`src/rtl/pcu_pkg.sv`:
```
package pcu_pkg;
  localparam int MASK_W  = 32;
  localparam int CYC_BIT = 31;
  localparam int IDX_W   = 5;

  localparam int C_GEN   = 0;
  localparam int C_EVRST = 1;
  localparam int C_CYRST = 2;
  localparam int C_DIV   = 3;
  localparam int C_NSHF  = 11;

  typedef enum logic [3:0] {
    A_CTRL   = 4'd0,
    A_EN_SET = 4'd1,
    A_EN_CLR = 4'd2,
    A_IE_SET = 4'd3,
    A_IE_CLR = 4'd4,
    A_OVF    = 4'd5,
    A_SEL    = 4'd6,
    A_EVTYPE = 4'd7,
    A_COUNT  = 4'd8,
    A_CYCLE  = 4'd9
  } reg_addr_e;
endpackage

```
`src/rtl/pcu_event_counter.sv`:
```
module pcu_event_counter #(
  parameter int CW = 32,
  parameter int EW = 8
) (
  input  logic              clk,
  input  logic              rst,
  input  logic              run,
  input  logic              clear,
  input  logic              wr_type,
  input  logic              wr_count,
  input  logic [CW-1:0]     wdata,
  input  logic [(1<<EW)-1:0] ev_in,
  output logic [EW-1:0]     evtype,
  output logic [CW-1:0]     count,
  output logic              wrap
);
  logic hit;
  assign hit  = run && ev_in[evtype];
  assign wrap = hit && (&count) && !clear && !wr_count;

  always_ff @(posedge clk) begin
    if (rst) begin
      evtype <= '0;
      count  <= '0;
    end else begin
      if (wr_type) evtype <= wdata[EW-1:0];
      if (clear)         count <= '0;
      else if (wr_count) count <= wdata;
      else if (hit)      count <= count + 1'b1;
    end
  end

  assert_wrap_zero_R7: assert property (@(posedge clk) disable iff (rst)
    wrap |=> (count == '0));
  assert_hold_idle_R4: assert property (@(posedge clk) disable iff (rst)
    (!run && !clear && !wr_count) |=> $stable(count));
endmodule

```
`src/rtl/pcu_cycle_counter.sv`:
```
module pcu_cycle_counter #(
  parameter int CW = 32,
  parameter int PW = 6
) (
  input  logic          clk,
  input  logic          rst,
  input  logic          run,
  input  logic          div_mode,
  input  logic          clear,
  input  logic          wr,
  input  logic [CW-1:0] wdata,
  output logic [CW-1:0] count,
  output logic          wrap
);
  logic [PW-1:0] pre;
  logic          step;

  assign step = run && (!div_mode || (&pre));
  assign wrap = step && (&count) && !clear && !wr;

  always_ff @(posedge clk) begin
    if (rst || clear || wr) pre <= '0;
    else if (run)           pre <= pre + 1'b1;
  end

  always_ff @(posedge clk) begin
    if (rst || clear) count <= '0;
    else if (wr)      count <= wdata;
    else if (step)    count <= count + 1'b1;
  end

  assert_div_hold_R5: assert property (@(posedge clk) disable iff (rst)
    (div_mode && !(&pre) && !clear && !wr) |=> $stable(count));
  assert_cyc_wrap_R7: assert property (@(posedge clk) disable iff (rst)
    wrap |=> (count == '0));
endmodule

```
`src/rtl/perf_counter_unit.sv`:
```
module perf_counter_unit #(
  parameter int NUM_CNT = 4,
  parameter int CW      = 32,
  parameter int EW      = 8
) (
  input  logic                clk,
  input  logic                rst,
  input  logic                wr_en,
  input  logic [3:0]          addr,
  input  logic [31:0]         wdata,
  output logic [31:0]         rdata,
  input  logic [(1<<EW)-1:0]  ev_in,
  output logic                irq
);
  import pcu_pkg::*;

  localparam int NUM_EVT = 1 << EW;

  function automatic logic [MASK_W-1:0] impl_mask();
    logic [MASK_W-1:0] m;
    m = '0;
    for (int i = 0; i < NUM_CNT; i++) m[i] = 1'b1;
    m[CYC_BIT] = 1'b1;
    return m;
  endfunction
  localparam logic [MASK_W-1:0] IMPL = impl_mask();

  logic [5:0]        ctrl_q;
  logic [MASK_W-1:0] en_q, ie_q, ovf_q, ovf_d, ie_d, wrap_vec;
  logic [IDX_W-1:0]  sel_q;
  logic              sel_ok, irq_q;
  logic              wr_ctrl, wr_ovf, clr_evt, clr_cyc;
  logic [EW-1:0]     ev_type [NUM_CNT];
  logic [CW-1:0]     ev_cnt  [NUM_CNT];
  logic [NUM_CNT-1:0] ev_wrap;
  logic [CW-1:0]     cyc_cnt;
  logic              cyc_wrap;
  logic [EW-1:0]     sel_type;
  logic [CW-1:0]     sel_cnt;

  assign wr_ctrl = wr_en && (addr == A_CTRL);
  assign wr_ovf  = wr_en && (addr == A_OVF);
  assign clr_evt = wr_ctrl && wdata[C_EVRST];
  assign clr_cyc = wr_ctrl && wdata[C_CYRST];
  assign sel_ok  = 32'(sel_q) < NUM_CNT;

  genvar g;
  generate
    for (g = 0; g < NUM_CNT; g++) begin : g_evc
      pcu_event_counter #(.CW(CW), .EW(EW)) u_evc (
        .clk(clk), .rst(rst),
        .run(ctrl_q[C_GEN] && en_q[g]),
        .clear(clr_evt),
        .wr_type(wr_en && (addr == A_EVTYPE) && (sel_q == IDX_W'(g))),
        .wr_count(wr_en && (addr == A_COUNT) && (sel_q == IDX_W'(g))),
        .wdata(wdata[CW-1:0]),
        .ev_in(ev_in),
        .evtype(ev_type[g]),
        .count(ev_cnt[g]),
        .wrap(ev_wrap[g])
      );
    end
  endgenerate

  pcu_cycle_counter #(.CW(CW), .PW(6)) u_cyc (
    .clk(clk), .rst(rst),
    .run(ctrl_q[C_GEN] && en_q[CYC_BIT]),
    .div_mode(ctrl_q[C_DIV]),
    .clear(clr_cyc),
    .wr(wr_en && (addr == A_CYCLE)),
    .wdata(wdata[CW-1:0]),
    .count(cyc_cnt),
    .wrap(cyc_wrap)
  );

  always_comb begin
    wrap_vec = '0;
    for (int i = 0; i < NUM_CNT; i++) wrap_vec[i] = ev_wrap[i];
    wrap_vec[CYC_BIT] = cyc_wrap;
    ovf_d = (ovf_q & ~((wr_ovf ? wdata : '0) & IMPL)) | wrap_vec;
    ie_d  = ie_q;
    if (wr_en && addr == A_IE_SET) ie_d = ie_q | (wdata & IMPL);
    if (wr_en && addr == A_IE_CLR) ie_d = ie_q & ~wdata;
  end

  always_ff @(posedge clk) begin
    if (rst) begin
      ctrl_q <= '0;
      en_q   <= '0;
      ie_q   <= '0;
      ovf_q  <= '0;
      sel_q  <= '0;
      irq_q  <= 1'b0;
    end else begin
      if (wr_ctrl) ctrl_q <= wdata[5:0] & 6'b111001;
      if (wr_en && addr == A_EN_SET) en_q <= en_q | (wdata & IMPL);
      if (wr_en && addr == A_EN_CLR) en_q <= en_q & ~wdata;
      if (wr_en && addr == A_SEL)    sel_q <= wdata[IDX_W-1:0];
      ie_q  <= ie_d;
      ovf_q <= ovf_d;
      irq_q <= |(ovf_d & ie_d);
    end
  end
  assign irq = irq_q;

  always_comb begin
    sel_type = '0;
    sel_cnt  = '0;
    for (int i = 0; i < NUM_CNT; i++) begin
      if (sel_q == IDX_W'(i)) begin
        sel_type = ev_type[i];
        sel_cnt  = ev_cnt[i];
      end
    end
  end

  always_comb begin
    rdata = '0;
    case (addr)
      A_CTRL:             rdata = 32'(ctrl_q) | (32'(NUM_CNT) << C_NSHF);
      A_EN_SET, A_EN_CLR: rdata = en_q;
      A_IE_SET, A_IE_CLR: rdata = ie_q;
      A_OVF:              rdata = ovf_q;
      A_SEL:              rdata = 32'(sel_q);
      A_EVTYPE:           rdata = sel_ok ? 32'(sel_type) : '0;
      A_COUNT:            rdata = sel_ok ? 32'(sel_cnt) : '0;
      A_CYCLE:            rdata = 32'(cyc_cnt);
      default:            rdata = '0;
    endcase
  end

  assert_cyc_strobe_R6: assert property (@(posedge clk) disable iff (rst)
    clr_cyc |=> (cyc_cnt == '0));
  assert_ovf_sticky_R7: assert property (@(posedge clk) disable iff (rst)
    !wr_ovf |=> ((ovf_q & $past(ovf_q)) == $past(ovf_q)));
  assert_irq_src_R8: assert property (@(posedge clk) disable iff (rst)
    $rose(irq) |-> |(ovf_q & ie_q));
  assert_en_impl_R3: assert property (@(posedge clk) disable iff (rst)
    ((en_q | ie_q | ovf_q) & ~IMPL) == '0);
endmodule

```
`config.mk`:
```
export PLATFORM = sky130hd
export DESIGN_NAME = perf_counter_unit
export DESIGN_NICKNAME = d
export VERILOG_FILES = /design/src/rtl/pcu_pkg.sv /design/src/rtl/pcu_event_counter.sv /design/src/rtl/pcu_cycle_counter.sv /design/src/rtl/perf_counter_unit.sv
export SDC_FILE = /design/constraint.sdc
export NUM_CORES = 1
export LEC_CHECK = 0
export BUFFER_PORTS_ARGS = -buffer_cell sky130_fd_sc_hd__buf_2
export CAP_MARGIN = 20
export CORE_UTILIZATION = 30
export CTS_BUF_LIST = sky130_fd_sc_hd__clkbuf_8
export CTS_CLUSTER_DIAMETER = 120
export DETAILED_ROUTE_END_ITERATION = 10
export GPL_ROUTABILITY_DRIVEN = 0
export HOLD_SLACK_MARGIN = 0.1
export PLACE_DENSITY = 0.5
export SETUP_SLACK_MARGIN = 0.5
export SLEW_MARGIN = 25
export SYNTH_ARGS = -nofsm -noshare
export SYNTH_HDL_FRONTEND = slang
export SYNTH_SLANG_ARGS = --single-unit
```
`constraint.sdc`:
```
create_clock -name clk -period 8.21 [get_ports clk]
set_clock_uncertainty 0.2 [all_clocks]
set_input_delay 0.4105 -clock clk [delete_from_list [all_inputs] [get_ports clk]]
set_output_delay 0.4105 -clock clk [all_outputs]
set_load 0.1 [all_outputs]
```
Word level (Yosys, flattened, before mapping)
Index checks and enable logic that the tools add are counted.

cells by class
  $add $sub $neg = 6
  multiply operators = 0
  div/mod/pow operators = 0
  $lt $le $gt $ge = 5
  equal/unequal tests = 12
  shift operators = 0
  multiplexer cells = 34
  bitwise operators = 9
  reduce and logical (&&, ||, !) cells = 74

operators with widths
  operator               number
  $mux 32                20
  $pmux 32 s8            1
  $add 32x1->32 const B  5
  $reduce_and 32->1      5
  $and 32x32->32         4
  $or 32x32->32          3
  $not 32->32            2
  $logic_and 1x1->1      45
  $mux 8                 5
  $lt 8x9->1 const B     4
  $bmux 1 s8             4
  $reduce_or 32->1       1
  $eq 4x3->1 const B     4
  $reduce_bool 2->1      6
  $eq 5x2->1 const B     2
  $eq 4x2->1 const B     2
  $eq 4x4->1 const B     2
  $logic_not 1->1        8
  $add 6x1->6 const B    1
  $reduce_and 6->1       1
  $reduce_or 2->1        3
  $eq 5x1->1 const B     1
  $logic_not 5->1        1
  $lt 5x3->1 const B     1
  4 further kinds        9

storage, ports and cells
  register bits = 304
  latch bits = 0
  RAM bits = 0
  ROM bits = 0
  output and inout bits = 33
  logic and storage cells = 156
  memories kept = 0

Longest topological paths before layout
Gate-level depths: netlist of run 1.

  word-level depth = 9
  mapped depth = 16

Cells and area by module
A second synthesis of run 1 with hierarchy kept.

unflattened totals
  cell total of the unflattened synthesis = 2657
  area total of the unflattened synthesis = 24917.6 um2

modules (own cells, without submodules)
  module                                  instances  cells each  area each (um2)  seq. area each (um2)
  pcu_event_counter (g_evc[2].u_evc ...)  2          487         4615.7           800.8
  pcu_event_counter (g_evc[0].u_evc ...)  2          428         4357.9           800.8
  perf_counter_unit                       1          574         4849.7           1581.5
  pcu_cycle_counter                       1          253         2120.8           760.7

Worst setup path after synthesis of run 1
No wires, ideal clock.

  path type = input to output
  start = input addr[1]
  end = output rdata[6]
  data arrival time = 4719 ps
  path slack = 2880 ps
  cell stages on the path = 7
  buffers on the path = 2
  cell sequence = clkbuf_1 > nor4b_1 > clkbuf_1 > a22oi_1 > a21oi_1 > nor2_1 > o41ai_1

between the ends
  word-level cells in the longest chain between the ends = 3

RTL lines
  what                                line                      text
  start, declared                     perf_counter_unit.sv:9    input logic [3:0] addr,
  $eq 4x2->1 (tied with other cells)  perf_counter_unit.sv:119  case (addr)
  $reduce_or 2->1                     perf_counter_unit.sv:119
  $pmux 32 s8 (*)                     perf_counter_unit.sv:119
  end, declared                       perf_counter_unit.sv:11   output logic [31:0] rdata,

Every way passes the cells marked *; elsewhere a longest branch is shown, timed or not.

Worst setup path after layout of run 1
  start = register g_evc[2].u_evc.evtype[0]
  end = register g_evc[2].u_evc.count[0]

between the ends
  word-level cells in the longest chain between the ends = 4

RTL lines
  what                                line                     text
  start, declared                     pcu_event_counter.sv:13  output logic [EW-1:0] evtype,
  start signal, assigned              pcu_event_counter.sv:26  if (wr_type) evtype <= wdata[EW-1:0];
  $bmux 1 s8                          pcu_event_counter.sv:18  assign hit = run && ev_in[evtype];
  $mux 1 (implied by the code)        pcu_event_counter.sv:18
  $logic_and 1x1->1                   pcu_event_counter.sv:18
  $reduce_bool 2->1 (no source line)  n/a
  end signal, assigned                pcu_event_counter.sv:28  else if (wr_count) count <= wdata;
  end signal, assigned                pcu_event_counter.sv:29  else if (hit) count <= count + 1'b1;
  end, declared                       pcu_event_counter.sv:14  output logic [CW-1:0] count,

No other way between the ends. The select of a mux whose other input is x is not followed.
A chain may end at the register's enable or synchronous reset.

==> results.cfg, run 1 <==
[synthesis]
synth_nets = 2854
yosys_warnings = 0
synth_seq_cells = 277
synth_cell_type_count = 74
yosysTopAreaCell = dfxtp_1
ys_async_sr_fraction_pct = 0
seq_area_frac_synth_pct = 23.6
syn_area_per_cell_um2 = 9.19
synth.area.top_cells = dfxtp_1 (24%), mux4_2 (23%), mux2i_1 (6.2%), a21oi_1 (4.2%), xnor2_1 (3.5%)
syn_area_um2 = 23500
yosysTopAreaCellShare_pct = 23.6
synthFlopType = dfxtp_1
synth_cells = 2553
synth_edf_count = 0

[power_and_ir_drop]
power_uw = 3080
pwr-share-comb_pct = 15.7
clock_power_share_pct = 40.0
swShare_pct = 29.4
switchingPower_uw = 907
ir_drop_uv = 115
power_density_nw_per_um2 = 114
power.leakage_uw = 0.00888
p_int_uw = 2180
p_seq_share_pct = 44.3

[global_route]
grt_overflow = 0
antenna_found_initial = 1
grt_pass1_wl_mm = 154
grt_usage_pct = 25.8
grt_max_degree = 98
grt_pass1_vias = 23115

[clock_tree]
cts_setup_buffers = 0
clk_latency_ps = 610
ctsLongestPathBuffers = 3
cts_buffers = 48
htree_levels = 2
path_clk_slew_ps = 60
clock_sinks = 277
cts_tree = done
cts-root-buf = clkbuf_8

[layout]
area_delta_synth_final_pct = 15.1
nets = 3084
final_layout_size_suffix_gt1_share_pct = 26.1
fin_area_um2 = 27000

[hold_path]
worstHoldStart = addr[1]
hp-class = primary input to flip-flop
hold_path_depth = 3
worstHoldEndpoint = ie_q[13]$_SDFFE_PP0P_

[place]
hpwl_mm = 77.7
io_buffers = 327
dpl_cell_area_um2 = 25700

[critical_path]
critPathTopFamily = multiplexers
regToRegSetupSlack_ps = 2880
end_kind = flip-flop
crit_top_cell = a2111oi_0
cp.arrival_ps = 5630
critical-path-max-stage-delay_ps = 980
crit_path_max_fanout = 51
cp.depth = 10
slowest_stage = dfxtp_4
reg2reg_from = g_evc[2].u_evc.evtype[0]$_SDFFE_PP0P_
crit_start = g_evc[2].u_evc.evtype[0]$_SDFFE_PP0P_
worstPathCellList = buf_4, mux4_2, nor2b_1, a2111oi_0, a2111oi_0, or4_4, mux2i_4, nor2_1, xnor2_1, a211oi_1
critPathKind = flip-flop to flip-flop
critPathLaunchType = flip-flop
r2r_cells = 10
r2r_end = g_evc[2].u_evc.count[0]$_SDFFE_PP0P_
required_ps = 8500
path_buf_inv = 1

[routing]
dr.first_iter.drc_count = 2789
dr_total_vias = 24088
wl_per_cell_um = 27.4
vias_per_cell = 6.24
drcViolationCount = 0
finalWirelength_mm = 106
ant_nets = 0
drtPass1Iterations = 8

[die]
ioPinCount = 328
coreArea_um2 = 77500
die_area_um2 = 79400
start_util_pct = 30.3
die_x_um = 282
fp-row-count = 102
die_h_um = 282

[timing]
drv_slew = 0
finalSetupViolCount = 0
fmax_mhz = 187
hold_ws_ps = 138
min_period_ps = 5330
rsz0062_at_grt = no
worst_pin_slew_ps = 1140
hold_viol = 0
setup_tns_ps = 0
slew_headroom_pct = 23.0
period_share_pct = 65.0

[run_status]
status = finished clean

[run]
drv_cap = 0
-- layout make-up --
| class | instances | area, µm² |
|---|---|---|
| fill | 8029 | 50400 |
| multi-input combinational | 2026 | 16800 |
| sequential | 277 | 5580 |
| timing repair buffer | 398 | 2260 |
| tap | 1040 | 1300 |
| clock buffer | 57 | 785 |
| clock inverter | 29 | 124 |
| inverter | 32 | 120 |
| antenna | 3 | 7.51 |
-- registers in the layout (all words and copies together) (netlist names), named ones only --
register            flops
ie_q                   32
en_q                   27
ctrl_q                  4
u_cyc.count            32
u_cyc.pre               6
ovf_q                   5
g_evc.u_evc.evtype     32
sel_q                   5
g_evc.u_evc.count     128
irq                     1
-- cell usage in the layout (no fill, tap or decap), drive strengths merged, types with 32 or more instances in the layout --
| master | netlist | routed |
|---|---|---|
| xor2 | 63 | 63 |
| nor2 | 172 | 172 |
| dfxtp | 277 | 277 |
| xnor2 | 93 | 93 |
| inv | 30 | 46 |
| o22ai | 38 | 38 |
| mux4 | 236 | 236 |
| a211oi | 52 | 52 |
| o21ai | 149 | 149 |
| nand3 | 67 | 67 |
| buf | 86 | 364 |
| clkbuf | 132 | 57 |
| mux2i | 147 | 147 |
| nand2 | 215 | 215 |
| nand2b | 76 | 76 |
| dlygate4sd3 | 0 | 34 |
| a21oi | 199 | 199 |
| a22oi | 58 | 58 |
| nor4 | 43 | 43 |
| nand4 | 32 | 32 |
| nor2b | 34 | 34 |
| nor3 | 64 | 64 |
-- logic make-up (layout without fill, tap and decap cells) --
logic type      after synthesis  count (layout)  synth area share (%)
other cells                   0               3                     0
fa+ha+maj                     6               6                 0.320
flops                       277             277                  23.6
buf+inv                     250             516                  5.08
mux                         412             412                  30.4
compound gates              646             646                  17.6
xor+xnor                    156             156                  5.82
simple gates                806             806                  17.2
-- timing repair --
| action | in CTS | in global routing |
|---|---|---|
| hold buffers | 34 | 0 |
| endpoints found under the hold margin | 207 | 0 |
| gates resized for setup | 0 | 0 |
-- tightest hold or removal path, cell delays in order --
cell and delay, ps:
buf_2 180, nor4b_2 140, a21oi_1 160
-- metrics by stage --
step | std cells | worst slack [ps] | utilization, %
floorplan | 2553 | 2880 | -
global placement | 3739 | 2970 | 33.2
detailed placement | 3739 | 2910 | 33.2
CTS | 3859 | 2880 | 34.8
global route | 3859 | 2470 | 34.9
finish | 3862 | 2880 | 34.9
-- power groups by stage --
stage / combinational, µW / clock [µW] / sequential [µW]
2_1_floorplan: 223 / 0 / 1390
3_3_place_gp: 450 / 0 / 1400
3_5_place_dp: 457 / 0 / 1400
4_1_cts: 471 / 1260 / 1370
5_1_grt: 502 / 1320 / 1370
6_report: 484 / 1230 / 1370
-- worst max-delay path by stage --
| stage | to | slack, ps |
|---|---|---|
| 2_1_floorplan | rdata[6] | 2880 |
| 3_3_place_gp | g_evc[2].u_evc.count[0]$_SDFFE_PP0P_ | 2970 |
| 3_5_place_dp | g_evc[2].u_evc.count[0]$_SDFFE_PP0P_ | 2910 |
| 4_1_cts | g_evc[2].u_evc.count[0]$_SDFFE_PP0P_ | 2880 |
| 5_1_grt | g_evc[2].u_evc.count[0]$_SDFFE_PP0P_ | 2470 |
| 6_report | g_evc[2].u_evc.count[0]$_SDFFE_PP0P_ | 2880 |
-- layer usage --
metal / vias up / share of wire, % / wire, µm / GRT usage [%]
met2: 1547 / 46 / 49000 / 41.8
met3: 343 / 9.4 / 9960 / 5.01
met5: - / 0 / 0 / 0
met1: 11852 / 38 / 40600 / 32.4
met4: 0 / 5.9 / 6240 / 13.7
li1: 10346 / - / - / -
-- cells in the mapped netlist, types with 17 or more instances --
cell      number
o21ai_0      147
nor2b_1       34
nand2_1      215
nor3_1        62
nor4_1        43
a222oi_1      26
and3_1        29
a22oi_1       58
buf_2         38
xor2_1        63
dfxtp_1      277
a21oi_1      199
o221ai_1      17
xnor2_1       93
a211oi_1      52
nand4_1       32
inv_1         30
nand2b_1      76
nand3_1       67
mux4_2       236
nor2_1       172
o22ai_1       38
clkbuf_1     132
mux2_2        29
mux2i_1      146
and4_1        19
(Power assumes the default switching activity.)
==> run 2: changes to the inputs <==
PLACE_DENSITY = 0.52   (was 0.5)
clock period = 4.45 ns   (was 8.21 ns; I/O delays follow)
==> results.cfg, run 2 (synthesis gave the netlist of run 1 again) <==
[run_status]
status = finished clean

[die]
start_util_pct = 30.3
die_area_um2 = 79400
die_x_um = 282
ioPinCount = 328
die_h_um = 282
coreArea_um2 = 77500
fp-row-count = 102

[critical_path]
critPathLaunchType = flip-flop
critPathTopFamily = simple AND/OR/NAND/NOR gates
slowest_stage = nor4_1
critPathKind = flip-flop to flip-flop
path_buf_inv = 2
required_ps = 4720
critical-path-max-stage-delay_ps = 800
end_kind = flip-flop
crit_path_max_fanout = 29
cp.arrival_ps = 4170
worstPathCellList = buf_4, nand2b_1, o22ai_1, nor4_1, or4_4, mux2i_4, buf_12, nor4b_1, xnor2_1, a21oi_1

[routing]
dr_total_vias = 24056
drcViolationCount = 0
finalWirelength_mm = 106
dr.first_iter.drc_count = 2931
drtPass1Iterations = 6
ant_nets = 0
vias_per_cell = 6.13
wl_per_cell_um = 26.9

[layout]
largest-register = g_evc.u_evc.count
final_common_cell = buf_2
fin_area_um2 = 27700
layout.cells.non_filler = 3922
final_layout_size_suffix_gt1_share_pct = 27.7
largest_register_ffs = 128
area_delta_synth_final_pct = 18.1
nets = 3149
mostFrequentLayoutCells = buf_2 (326), dfxtp_1 (265), mux4_2 (236)

[clock_tree]
path_clk_slew_ps = 60
htree_levels = 2
clock_sinks = 277
cts_tree = done
clk_latency_ps = 610
cts_buffers = 50
cts-root-buf = clkbuf_8
ctsLongestPathBuffers = 3

[power_and_ir_drop]
power_density_nw_per_um2 = 207
ir_drop_uv = 183
power.leakage_uw = 0.00930

[place]
hpwl_mm = 77.6
dp_cells = 3786
pre_cts_slack_ps = 294
io_buffers = 327
dpl_cell_area_um2 = 26200

[timing]
period_share_pct = 87.5
worst_slack_ps = 554
drv_slew = 0
finalSetupViolCount = 0
rsz0062_at_grt = no
min_period_ps = 3900
fmax_mhz = 257
hold_ws_ps = 144
hold_viol = 0
setup_tns_ps = 0
worst_pin_slew_ps = 1030
slew_headroom_pct = 30.6

[run]
drv_cap = 0

[global_route]
antenna_found_initial = 4
grt_overflow = 0
grt_pass1_wl_mm = 153
grt_max_degree = 92
grt_usage_pct = 25.7
grt_pass1_vias = 22471

[hold_path]
hp-class = primary input to flip-flop
==> run 2: cell count changes in the layout (fill, tap and decap cells not counted), sizes merged <==
cell	delta
clkinv	-9
dlygate4sd3	+5
diode	+1
inv	+4
clkbuf	+4
buf	+57
clkinvlp	-2
==> run 2: report_power, final <==
group | internal [µW] | switching, µW
clock | 1200 | 1120
sequential | 2490 | 28.5
combinational | 373 | 528
==> run 2: cell type report <==
cell class                      instances  area [µm²]
Sequential cell                       277        5580
Multi-Input combinational cell       2026       16900
Timing Repair Buffer                  461        2940
Inverter                               32         120
Fill cell                            7981       49700
Clock inverter                         22        85.1
Tap cell                             1040        1300
Clock buffer                           60         826
Antenna cell                            4        10.0
==> run 2: worst paths after layout <==
path	startpoint	to	slack, ps	cells after the start
worst min register to register	en_q[25]$_SDFFE_PP0P_	en_q[25]$_SDFFE_PP0P_	250	2
worst min-delay path	addr[0]	ctrl_q[5]$_SDFFE_PP0P_	140	4
worst max-delay path	g_evc[2].u_evc.evtype[3]$_SDFFE_PP0P_	g_evc[2].u_evc.count[16]$_SDFFE_PP0P_	550	10
worst max register to register	g_evc[2].u_evc.evtype[3]$_SDFFE_PP0P_	g_evc[2].u_evc.count[16]$_SDFFE_PP0P_	550	10
==> run 2: stage by stage <==
| stage | power [µW] | utilization (%) |
|---|---|---|
| 4_1_cts | 5740 | 35.6 |
| 2_1_floorplan | 2980 | - |
| 3_5_place_dp | 3420 | 33.8 |
| 6_report | 5740 | 35.8 |
| 3_3_place_gp | 3420 | 33.8 |
| 5_1_grt | 5910 | 35.8 |
==> run 2: layer usage <==
| metal | GRT usage (%) | routed length, µm | up-vias |
|---|---|---|---|
| met1 | 34.1 | 42800 | 11692 |
| met3 | 4.56 | 9800 | 339 |
| met2 | 40.1 | 47000 | 1536 |
| met4 | 12.8 | 6010 | 0 |
| met5 | 0 | 0 | - |
| li1 | - | - | 10489 |
==> run 2: worst reg2reg max path, cell delays in order (launching register included) <==
cell and delay, ps:
dfxtp_1 610, buf_4 310, nand2b_1 500, o22ai_1 170, nor4_1 800, or4_4 310, mux2i_4 80, buf_12 170
nor4b_1 380, xnor2_1 160, a21oi_1 80
==> run 2: what timing repair did <==
action,CTS,global route
hold buffers,39,0
endpoints found under the setup margin,66,62
gates resized for setup,3,13
hold endpoints to repair,270,0
buffers inserted,3,8
